$ cat src/rtl/rsv_pkg.sv
package rsv_pkg;
  typedef enum logic [1:0] {
    KIND_PLAIN = 2'b00,
    KIND_LR    = 2'b01,
    KIND_SC    = 2'b10,
    KIND_PLN2  = 2'b11
  } xfer_kind_e;

  typedef enum logic [1:0] {
    OUT_OK   = 2'b00,
    OUT_FAIL = 2'b01,
    OUT_BERR = 2'b10
  } sc_out_e;
endpackage

$ cat src/rtl/rsv_qualify.sv
module rsv_qualify
  import rsv_pkg::*;
(
  input  logic       iss_valid,
  input  logic [1:0] iss_kind,
  input  logic [1:0] rsp_kind,
  input  logic       rsp_ack,
  input  logic       rsp_err,
  input  logic       rsp_xfail,
  input  logic       rsv_live,
  output logic       bus_go,
  output logic       lr_set,
  output logic       sc_clear,
  output logic       out_fire,
  output logic [1:0] out_code
);
  logic sc_done;
  logic local_fail;

  always_comb begin
    sc_done    = (rsp_kind == KIND_SC) && (rsp_ack || rsp_err);
    lr_set     = (rsp_kind == KIND_LR) && rsp_ack && !rsp_err;
    local_fail = iss_valid && (iss_kind == KIND_SC) && !rsv_live;
    bus_go     = iss_valid && !local_fail;
    sc_clear   = sc_done;
    out_fire   = sc_done || local_fail;
    if (sc_done && rsp_err)        out_code = OUT_BERR;
    else if (sc_done && rsp_xfail) out_code = OUT_FAIL;
    else if (sc_done)              out_code = OUT_OK;
    else                           out_code = OUT_FAIL;
  end


  always_comb begin
    local_fail_chk: assert (!(iss_valid && iss_kind == KIND_SC && !rsv_live) || !bus_go);
  end
endmodule

$ cat src/rtl/rsv_hold.sv
module rsv_hold #(
  parameter int AW      = 32,
  parameter int GRAN_LG = 3
) (
  input  logic          clk,
  input  logic          rst_n,
  input  logic          set,
  input  logic          clr,
  input  logic [AW-1:0] set_addr,
  output logic          valid_q,
  output logic [AW-1:0] addr_q
);
  localparam logic [AW-1:0] GMASK = ~((AW'(1) << GRAN_LG) - AW'(1));

  logic          valid_d;
  logic [AW-1:0] addr_d;
  logic          addr_en;

  always_comb begin
    valid_d = valid_q;
    addr_en = set;
    addr_d  = set_addr & GMASK;
    if (clr)      valid_d = 1'b0;
    else if (set) valid_d = 1'b1;
  end

  always_ff @(posedge clk or negedge rst_n) begin
    if (!rst_n) valid_q <= 1'b0;
    else        valid_q <= valid_d;
  end

  always_ff @(posedge clk or negedge rst_n) begin
    if (!rst_n)       addr_q <= '0;
    else if (addr_en) addr_q <= addr_d;
  end


  sc_clear_chk: assert property (@(posedge clk) disable iff (!rst_n) clr |=> !valid_q);

  lr_set_chk: assert property (@(posedge clk) disable iff (!rst_n) (set && !clr) |=> valid_q);
endmodule

$ cat src/rtl/rsv_outreg.sv
module rsv_outreg (
  input  logic       clk,
  input  logic       rst_n,
  input  logic       fire,
  input  logic [1:0] code,
  output logic       res_valid,
  output logic [1:0] res_code
);
  logic       vld_d;
  logic [1:0] code_d;

  always_comb begin
    vld_d  = fire;
    code_d = fire ? code : res_code;
  end

  always_ff @(posedge clk or negedge rst_n) begin
    if (!rst_n) begin
      res_valid <= 1'b0;
      res_code  <= 2'b00;
    end else begin
      res_valid <= vld_d;
      res_code  <= code_d;
    end
  end


  code_legal_chk: assert property (@(posedge clk) disable iff (!rst_n) res_valid |-> (res_code != 2'b11));

  pulse_chk: assert property (@(posedge clk) disable iff (!rst_n) !fire |=> !res_valid);
endmodule

$ cat src/rtl/rsv_tracker.sv
module rsv_tracker
  import rsv_pkg::*;
#(
  parameter int AW      = 32,
  parameter int GRAN_LG = 3
) (
  input  logic          clk,
  input  logic          rst_n,
  input  logic          iss_valid,
  input  logic [1:0]    iss_kind,
  output logic          bus_go,
  input  logic [1:0]    rsp_kind,
  input  logic [AW-1:0] rsp_addr,
  input  logic          rsp_ack,
  input  logic          rsp_err,
  input  logic          rsp_xfail,
  output logic          rsv_valid,
  output logic [AW-1:0] rsv_addr,
  output logic          res_valid,
  output logic [1:0]    res_code
);
  logic       lr_set;
  logic       sc_clear;
  logic       out_fire;
  logic [1:0] out_code;

  rsv_qualify u_qual (
    .iss_valid (iss_valid),
    .iss_kind  (iss_kind),
    .rsp_kind  (rsp_kind),
    .rsp_ack   (rsp_ack),
    .rsp_err   (rsp_err),
    .rsp_xfail (rsp_xfail),
    .rsv_live  (rsv_valid),
    .bus_go    (bus_go),
    .lr_set    (lr_set),
    .sc_clear  (sc_clear),
    .out_fire  (out_fire),
    .out_code  (out_code)
  );

  rsv_hold #(.AW(AW), .GRAN_LG(GRAN_LG)) u_hold (
    .clk      (clk),
    .rst_n    (rst_n),
    .set      (lr_set),
    .clr      (sc_clear),
    .set_addr (rsp_addr),
    .valid_q  (rsv_valid),
    .addr_q   (rsv_addr)
  );

  rsv_outreg u_out (
    .clk       (clk),
    .rst_n     (rst_n),
    .fire      (out_fire),
    .code      (out_code),
    .res_valid (res_valid),
    .res_code  (res_code)
  );


  berr_chk: assert property (@(posedge clk) disable iff (!rst_n)
    (rsp_kind == KIND_SC && rsp_err) |=> (res_valid && res_code == OUT_BERR));

  xfail_ignored_chk: assert property (@(posedge clk) disable iff (!rst_n)
    (rsp_kind != KIND_SC && !(iss_valid && iss_kind == KIND_SC && !rsv_valid)) |=> !res_valid);

  xfail_chk: assert property (@(posedge clk) disable iff (!rst_n)
    (rsp_kind == KIND_SC && rsp_ack && rsp_xfail && !rsp_err) |=> (res_code == OUT_FAIL));
endmodule

$ cat config.mk
export PLATFORM = sky130hd
export DESIGN_NAME = rsv_tracker
export DESIGN_NICKNAME = d
export VERILOG_FILES = /design/src/rtl/rsv_pkg.sv /design/src/rtl/rsv_qualify.sv /design/src/rtl/rsv_hold.sv /design/src/rtl/rsv_outreg.sv /design/src/rtl/rsv_tracker.sv
export SDC_FILE = /design/constraint.sdc
export NUM_CORES = 1
export LEC_CHECK = 0
export ABC_CLOCK_PERIOD_IN_PS = 1300
export BUFFER_PORTS_ARGS = -buffer_cell sky130_fd_sc_hd__buf_2
export CORE_ASPECT_RATIO = 0.5
export CORE_MARGIN = 2
export CORE_UTILIZATION = 43
export CTS_CLUSTER_SIZE = 10
export DETAILED_ROUTE_END_ITERATION = 8
export PLACE_DENSITY = 0.83
export SYNTH_ARGS = -nofsm -noshare
export SYNTH_HDL_FRONTEND = slang
export SYNTH_HIERARCHICAL = 1
export SYNTH_SLANG_ARGS = --single-unit
$ cat constraint.sdc
create_clock -name clk -period 1.3 [get_ports clk]
set_input_delay 0.13 -clock clk [delete_from_list [all_inputs] [get_ports clk]]
set_output_delay 0.13 -clock clk [all_outputs]
set_load 0.03 [all_outputs]
==> results of run 1 <==
registers in the layout, indices dropped and copies added, names as in the netlist:
register         count
u_hold/addr_q       29
u_out/res_valid      1
u_out/res_code       2
u_hold/valid_q       1
logic make-up (layout without fill, tap and decap cells):
logic type      after synthesis  in the layout  share of synthesized area
flops                        33             33                      0.575
buf+inv                       7             87                     0.0418
simple gates                  8              8                     0.0409
compound gates                4              4                     0.0209
mux                          31             31                      0.319
other cells                   1              3                    0.00261
worst register-to-register path: cells and delay by family, from the launching register on:
| kind | cells | cell delay (ns) |
|---|---|---|
| flip-flops | 1 | 0.40 |
| AO/OA/AOI/OAI | 1 | 0.16 |
| AND/OR/NAND/NOR | 1 | 0.18 |
| multiplexers | 1 | 0.37 |
per-layer routing:
layer / vias to the layer above / track usage / routed length [um]
li1: 444 / - / -
met1: 480 / 0.179 / 1180
met4: 0 / 0.0571 / 29
met5: - / 0 / 0
met2: 24 / 0.308 / 1660
met3: 2 / 0.0713 / 123
area by class of cell:
class                   count  area [um^2]  share of cell area
clock buffers               7         86.3              0.0433
well taps                  40         50.0              0.0251
repair buffers             78          435               0.218
inverters                   1         3.75             0.00188
clock inverters             1         30.0              0.0151
flip-flops and latches     33          827               0.415
multi-input cells          46          561               0.281
power by group:
| group | internal [W] | leakage [nW] | switching (W) |
|---|---|---|---|
| clock network | 0.000625 | 0.0585 | 0.000362 |
| registers | 0.00124 | 0.396 | 0.000114 |
| logic | 0.000482 | 0.586 | 0.000668 |
| total | 0.00235 | 1.04 | 0.00114 |
cell usage after synthesis (all sizes together):
cell type   n
a21boi      1
a21o        1
and4bb      1
buf         6
conb        1
dfrtp      33
inv         1
mux2       31
nand2b      2
nand4bb     1
nor2        4
o21ai       1
o21ba       1
what timing repair did:
| item | 4_1_cts | 5_1_grt |
|---|---|---|
| setup endpoints to repair | 0 | 1 |
| hold buffers | 1 | 0 |
| hold endpoints to repair | 18 | 0 |
| gates resized for setup | 0 | 3 |
worst min path at each step:
stage / start / cells after the start / slack (ns) / to
2_1_floorplan: rst_n / 0 / -0.17 / u_hold/addr_q[10]
5_1_grt: rsp_addr[4] / 2 / 0.06 / u_hold/addr_q[4]
3_3_place_gp: rst_n / 1 / 0.08 / u_out/res_valid
3_5_place_dp: rst_n / 1 / 0.09 / u_out/res_valid
4_1_cts: rsp_addr[27] / 2 / 0.07 / u_hold/addr_q[27]
6_report: rsp_addr[9] / 2 / 0.07 / u_hold/addr_q[9]
per-stage QoR:
stage,cell area [um^2],TNS (ns)
4_1_cts,1990,0
2_1_floorplan,1450,0
6_report,1990,0
5_1_grt,1990,-0.0154
3_5_place_dp,1860,0
3_3_place_gp,1860,0
==> results.sh, run 1 <==
export IMPL_final_cell_count_no_fill=206
export IMPL_routed_wl_um=2990
export IMPL_setup_viol=0
export IMPL_clkLatencyLatePin_ns=0.28
export IMPL_cp_num_buf_inv=2
export IMPL_max_stage_delay_ns=0.40
export IMPL_cts_tree="done"
export IMPL_first_iter_violations=33
export IMPL_cp_slowest_cell="dfrtp_2"
export IMPL_power_w=0.00349
export IMPL_worst_clock_skew_ns=0.000506
export IMPL_mostFrequentLayoutCells="buf_2 (71), dfrtp_1 (32), mux2_4 (29)"
export IMPL_io_pins=79
export IMPL_failed_checks="design-rule violations"
export IMPL_initial_utilization=0.463
export IMPL_ant_nets=0
export IMPL_core_area_um2=3100
export IMPL_antenna_found_initial=0
export IMPL_grt_overflow_total=0
export IMPL_gp_congestion=0.768
export IMPL_fmax_mhz=803
export IMPL_start_kind="register"
export IMPL_num_rows=14
export IMPL_first_global_vias=985
export IMPL_timing_rr_end="u_out/res_code[0]"
export IMPL_grt_max_degree=20
export IMPL_final_core_util=0.643
export IMPL_hp_class="input port to register"
export IMPL_ir_drop_uv=1030
export IMPL_yosysWarnings=6
export IMPL_synth_top_area_frac=0.575
export IMPL_cts_setup_buffers=0
export IMPL_drive_gt1_frac=0.723
export IMPL_clk_transition_reported_paths_ns=0.07
export IMPL_final_nets=207
export IMPL_grt_pass1_wl_um=4540
export IMPL_ys_ff_latch=33
export IMPL_reg2reg_depth=3
export IMPL_wl_per_cell_um=14.5
export IMPL_place_ws_ns=0.0278
export IMPL_via_per_inst=4.61
export IMPL_cpMostUsedCell="buf_4"
export IMPL_period_share=0.958
export IMPL_drv_cap=0
export IMPL_n_antenna_cell=0
export IMPL_die_area_um2=3850
export IMPL_syn_cell_area_um2=1440
export IMPL_finalHoldViolations=0
export IMPL_final_common_cell="buf_2"
export IMPL_grt_use_total=0.167
export IMPL_synthCells=84
export IMPL_die_w_um=85.7
export IMPL_drtPass1Iterations=6
export IMPL_vias=950
export IMPL_crit_start="u_hold/valid_q"
export IMPL_avgSynthCellArea_um2=17.1
export IMPL_post_dp_hpwl_um=2190
export IMPL_r2r_start="u_hold/valid_q"
export IMPL_area_growth_pct=38.8
export IMPL_path_cells="buf_4 > nor2_2 > a21boi_1 > buf_4"
export IMPL_cts_buffer_depth=2
export IMPL_synth_largest_area_cell="dfrtp_1"
export IMPL_ys_seq_area_frac=0.575
export IMPL_period_minus_slack_ns=1.25
export IMPL_fillCellCount=242
export IMPL_crit_cells=4
export IMPL_drc=3
export IMPL_path_delay_family="flip-flops"
export IMPL_htreeDepth=2
export IMPL_drv_slew=0
export IMPL_ys_types=16
export IMPL_power_density_nw_per_um2=1750
export IMPL_status="finished with violations"
export IMPL_portBuffers=72
export IMPL_die_y_um=44.9
export IMPL_critPathKind="register to output port"
export IMPL_cp_end_kind="output port"
export IMPL_cp_max_fo=3
export IMPL_required_ns=1.17
export IMPL_critPathCapture="bus_go"
export IMPL_postLayoutSetupSlackWorst_ns=0.0546
export IMPL_numCtsBuffers=5
export IMPL_whs_ns=0.0740
export IMPL_clkSinkCount=33
export IMPL_reg2reg_slack_ns=0.07
export IMPL_arrival_ns=1.12
export IMPL_placedCellCount=197
export IMPL_synth_area_leaders="dfrtp_1 (57%), mux2_4 (30%), buf_6 (2.4%)"
export IMPL_p_leak_nw=1.04
export IMPL_cts_root_buf="clkbuf_8"
Power figures use the tool's default switching activity.
==> run 2, diff against run 1 <==
- RECOVER_POWER: not set -> 100
==> run 2 against run 1 <==
Net effect: the run still ends with design-rule violations left; setup slack better by 0.0053 ns; highest routed layer unchanged; hold slack lost 0.011 ns; count of clock-buffer cells in the layout did not move; critical endpoint unchanged; clock power decreased by 0.9%; flip-flop and latch count unchanged.
==> results.sh, run 2 (synthesis results as in run 1) <==
export IMPL_setup_viol=0
export IMPL_worst_clock_skew_ns=0.000500
export IMPL_arrival_ns=1.11
export IMPL_wl_per_cell_um=14.0
export IMPL_num_rows=14
export IMPL_reg2reg_slack_ns=0.07
export IMPL_final_common_cell="buf_2"
export IMPL_critPathCapture="bus_go"
export IMPL_die_y_um=44.9
export IMPL_largest_reg_flops=29
export IMPL_drv_cap=0
export IMPL_top_regs="u_hold/addr_q (29), u_out/res_code (2)"
export IMPL_cts_buffer_depth=2
export IMPL_placedCellCount=197
export IMPL_routed_wl_um=2880
export IMPL_p_leak_nw=0.875
export IMPL_cp_end_kind="output port"
export IMPL_start_kind="register"
export IMPL_required_ns=1.17
export IMPL_io_pins=79
export IMPL_fillCellCount=285
export IMPL_timing_rr_end="u_out/res_code[0]"
export IMPL_drtPass1Iterations=6
export IMPL_numCtsBuffers=5
export IMPL_drc=3
export IMPL_grt_busiest_layer="met2"
export IMPL_drv_slew=0
export IMPL_grt_pass1_wl_um=4540
export IMPL_power_density_nw_per_um2=1790
export IMPL_ant_nets=0
export IMPL_ir_drop_uv=1010
export IMPL_reg2reg_depth=3
export IMPL_grt_use_total=0.167
export IMPL_whs_ns=0.0630
export IMPL_crit_start="u_hold/valid_q"
export IMPL_die_area_um2=3850
export IMPL_failed_checks="design-rule violations"
export IMPL_initial_utilization=0.463
export IMPL_use_met3=0.0713
export IMPL_final_nets=207
export IMPL_antenna_found_initial=0
export IMPL_cts_root_buf="clkbuf_8"
export IMPL_grt_max_degree=20
export IMPL_die_w_um=85.7
export IMPL_vias=959
export IMPL_period_minus_slack_ns=1.24
export IMPL_cts_tree="done"
export IMPL_period_share=0.954
export IMPL_clkLatencyLatePin_ns=0.27
export IMPL_clk_transition_reported_paths_ns=0.07
export IMPL_cp_max_fo=3
export IMPL_post_dp_hpwl_um=2190
export IMPL_use_met1=0.179
export IMPL_core_area_um2=3100
export IMPL_clkSinkCount=33
export IMPL_mostFrequentLayoutCells="buf_2 (38), clkbuf_1 (33), dfrtp_1 (32)"
export IMPL_fmax_mhz=806
export IMPL_final_cell_count_no_fill=206
export IMPL_gp_congestion=0.768
export IMPL_grt_overflow_total=0
export IMPL_portBuffers=72
export IMPL_r2r_start="u_hold/valid_q"
export IMPL_hp_class="input port to register"
export IMPL_first_global_vias=985
export IMPL_regMostFlops="u_hold/addr_q"
export IMPL_area_growth_pct=27.4
export IMPL_use_met2=0.308
export IMPL_finalHoldViolations=0
export IMPL_drive_gt1_frac=0.373
export IMPL_via_per_inst=4.66
export IMPL_critPathKind="register to output port"
export IMPL_first_iter_violations=41
export IMPL_status="finished with violations"
export IMPL_htreeDepth=2
export IMPL_n_antenna_cell=0
[run 2: worst min path at each step]
stage | slack, ns | endpoint | startpoint | depth (start not counted)
3_3_place_gp | 0.08 | u_out/res_valid | rst_n | 1
4_1_cts | 0.07 | u_hold/addr_q[27] | rsp_addr[27] | 2
5_1_grt | 0.05 | u_hold/addr_q[24] | rsp_addr[24] | 2
3_5_place_dp | 0.09 | u_out/res_valid | rst_n | 1
6_report | 0.06 | u_hold/addr_q[30] | rsp_addr[30] | 2
2_1_floorplan | -0.17 | u_hold/addr_q[10] | rst_n | 0
[run 2: worst max-delay path, stage by stage, from the launching register on]
cell and delay (ns):
dfrtp_2 0.40, buf_4 0.14, nor2_2 0.07, a21boi_1 0.07
buf_4 0.17
[run 2: per-stage QoR]
step / total power [W] / utilization / cell area (um^2) / setup WS [ns] / setup TNS [ns]
2_1_floorplan: 0.00215 / - / 1450 / 0.0355 / 0
3_3_place_gp: 0.00248 / 0.600 / 1860 / 0.0476 / 0
3_5_place_dp: 0.00252 / 0.600 / 1860 / 0.0278 / 0
4_1_cts: 0.00353 / 0.641 / 1990 / 0.0368 / 0
5_1_grt: 0.00343 / 0.590 / 1830 / -0.0154 / -0.0154
6_report: 0.00327 / 0.590 / 1830 / 0.0599 / 0
[run 2: routing by layer]
| metal | up-vias | share of wire |
|---|---|---|
| met5 | - | 0 |
| met4 | 0 | 0.015 |
| met3 | 4 | 0.036 |
| met2 | 26 | 0.56 |
| met1 | 484 | 0.39 |
| li1 | 445 | - |
[run 2: area by class of cell]
type                    count  area, um^2  area share
flip-flops and latches     33         827       0.452
multi-input cells          46         467       0.255
clock buffers               7        86.3      0.0472
well taps                  40        50.0      0.0274
inverters                   1        3.75     0.00205
repair buffers             78         365       0.200
clock inverters             1        30.0      0.0164
[run 2: where the power goes]
| group | internal, W | total (W) | switching [W] |
|---|---|---|---|
| Clock | 0.000624 | 0.000977 | 0.000353 |
| Combinational | 0.000283 | 0.000941 | 0.000658 |
| Sequential | 0.00124 | 0.00135 | 0.000109 |
| Total | 0.00215 | 0.00327 | 0.00112 |
[run 2: repair_timing]
item                                    CTS  global route
endpoints found under the hold margin    18             0
resized for setup                         0             3
hold buffers                              1             0
buffers inserted                          0             0
endpoints found under the setup margin    0             1
==> run 3, diff against run 2 <==
- GPL_TIMING_DRIVEN: not set -> 0
==> run 3 against run 2 <==
Net effect: the run still ends with design-rule violations left; critical path depth fell by 1; combinational power decreased by 2%; sequential share of layout area hardly changed; register-to-register slack better by 0.02 ns; final cell count increased by 0.49%; clock skew about the same; flip-flop and latch count did not move.
==> results.sh, run 3 (synthesis results as in run 1) <==
export IMPL_status="finished with violations"
export IMPL_failed_checks="design-rule violations"
export IMPL_gp_congestion=0.775
export IMPL_cp_max_fo=4
export IMPL_io_pins=79
export IMPL_wl_per_cell_um=13.4
export IMPL_first_iter_violations=23
export IMPL_fmax_mhz=828
export IMPL_grt_pass1_wl_um=4500
export IMPL_final_nets=208
export IMPL_grt_max_degree=34
export IMPL_vias=960
export IMPL_grt_use_total=0.158
export IMPL_worst_clock_skew_ns=0.000733
export IMPL_clk_transition_reported_paths_ns=0.07
export IMPL_setup_viol=0
export IMPL_period_share=0.928
export IMPL_post_dp_hpwl_um=2160
export IMPL_num_rows=14
export IMPL_mostFrequentLayoutCells="buf_2 (38), clkbuf_1 (34), dfrtp_1 (32)"
export IMPL_slew_headroom=0.477
export IMPL_final_core_util=0.590
export IMPL_initial_utilization=0.463
export IMPL_arrival_ns=1.36
export IMPL_finish_instance_area_um2=1830
export IMPL_cts_buffer_depth=2
export IMPL_placed_area_um2=1860
export IMPL_ant_nets=0
export IMPL_rsz0062_at_grt="no"
export IMPL_start_kind="register"
export IMPL_regMostFlops="u_hold/addr_q"
export IMPL_ir_drop_uv=731
export IMPL_largest_reg_flops=29
export IMPL_cts_root_buf="clkbuf_8"
export IMPL_drtPass1Iterations=9
export IMPL_p_leak_nw=0.876
export IMPL_worstMarginPinSlew_ns=0.785
export IMPL_die_y_um=44.9
export IMPL_die_area_um2=3850
export IMPL_drive_gt1_frac=0.365
export IMPL_drv_slew=0
export IMPL_via_per_inst=4.64
export IMPL_cp_num_buf_inv=0
export IMPL_first_global_vias=1025
export IMPL_required_ns=1.45
export IMPL_core_area_um2=3100
export IMPL_portBuffers=72
export IMPL_routed_wl_um=2780
export IMPL_path_cells="nand4bb_1 > o21ai_2 > mux2_2"
export IMPL_area_growth_pct=27.3
export IMPL_whs_ns=0.0696
export IMPL_cp_slowest_cell="dfrtp_2"
export IMPL_cp_end_kind="register"
export IMPL_die_w_um=85.7
export IMPL_power_density_nw_per_um2=1770
export IMPL_fillCellCount=298
export IMPL_cts_setup_buffers=0
export IMPL_top_regs="u_hold/addr_q (29), u_out/res_code (2)"
export IMPL_grt_overflow_total=0
export IMPL_period_minus_slack_ns=1.21
export IMPL_clkSinkCount=33
export IMPL_final_common_cell="buf_2"
export IMPL_cts_tree="done"
export IMPL_clkLatencyLatePin_ns=0.27
export IMPL_drc=3
export IMPL_drv_cap=0
export IMPL_critPathKind="register to register"
export IMPL_htreeDepth=2
export IMPL_finalHoldViolations=0
export IMPL_numCtsBuffers=5
export IMPL_path_delay_family="flip-flops"
export IMPL_n_antenna_cell=0
export IMPL_antenna_found_initial=0
export IMPL_hp_class="input port to register"
export IMPL_max_stage_delay_ns=0.42
export IMPL_setup_tns_ns=0
==> run 3: worst paths after layout <==
| path | cells after the start | start | end | slack [ns] |
|---|---|---|---|---|
| min reg2reg | 1 | u_hold/addr_q[11] | u_hold/addr_q[11] | 0.49 |
| min in group asynchronous | 2 | rst_n | u_hold/addr_q[31] | 0.47 |
| max reg2reg | 3 | u_hold/valid_q | u_out/res_code[0] | 0.09 |
| min | 2 | rsp_addr[9] | u_hold/addr_q[9] | 0.07 |
| max in group asynchronous | 2 | rst_n | u_hold/valid_q | 0.27 |
| max | 3 | u_hold/valid_q | u_out/res_code[0] | 0.09 |
==> run 3: metrics by stage <==
stage               std cells  power (W)  setup WS (ns)
floorplan                  86    0.00215         0.0355
global placement          198    0.00248         0.0628
detailed placement        198    0.00251         0.0453
CTS                       207    0.00351         0.0372
global route              207    0.00340         0.0553
finish                    207    0.00324         0.0930
==> run 3: where the power goes <==
part | switching (W) | internal [W]
Combinational | 0.000649 | 0.000274
Clock | 0.000344 | 0.000624
Sequential | 0.000113 | 0.00124
==> run 3: layout make-up <==
cell class,count,area (um^2),area share
plain buffers,6,37.5,0.0205
clock inverters,1,30.0,0.0164
clock buffers,7,86.3,0.0472
multi-input cells,46,464,0.254
repair buffers,73,329,0.180
flip-flops and latches,33,827,0.452
inverters,1,3.75,0.00205
well taps,40,50.0,0.0274
==> run 3: repair_timing <==
action,4_1_cts,5_1_grt
endpoints found under the hold margin,33,0
hold buffers,1,0
endpoints found under the setup margin,0,2
gates resized for setup,0,1
==> run 3: routing by layer <==
| metal | track usage | wire length, um |
|---|---|---|
| met5 | 0 | 0 |
| met4 | 0.0667 | 0 |
| met3 | 0.0475 | 130 |
| met2 | 0.286 | 1490 |
| met1 | 0.180 | 1160 |
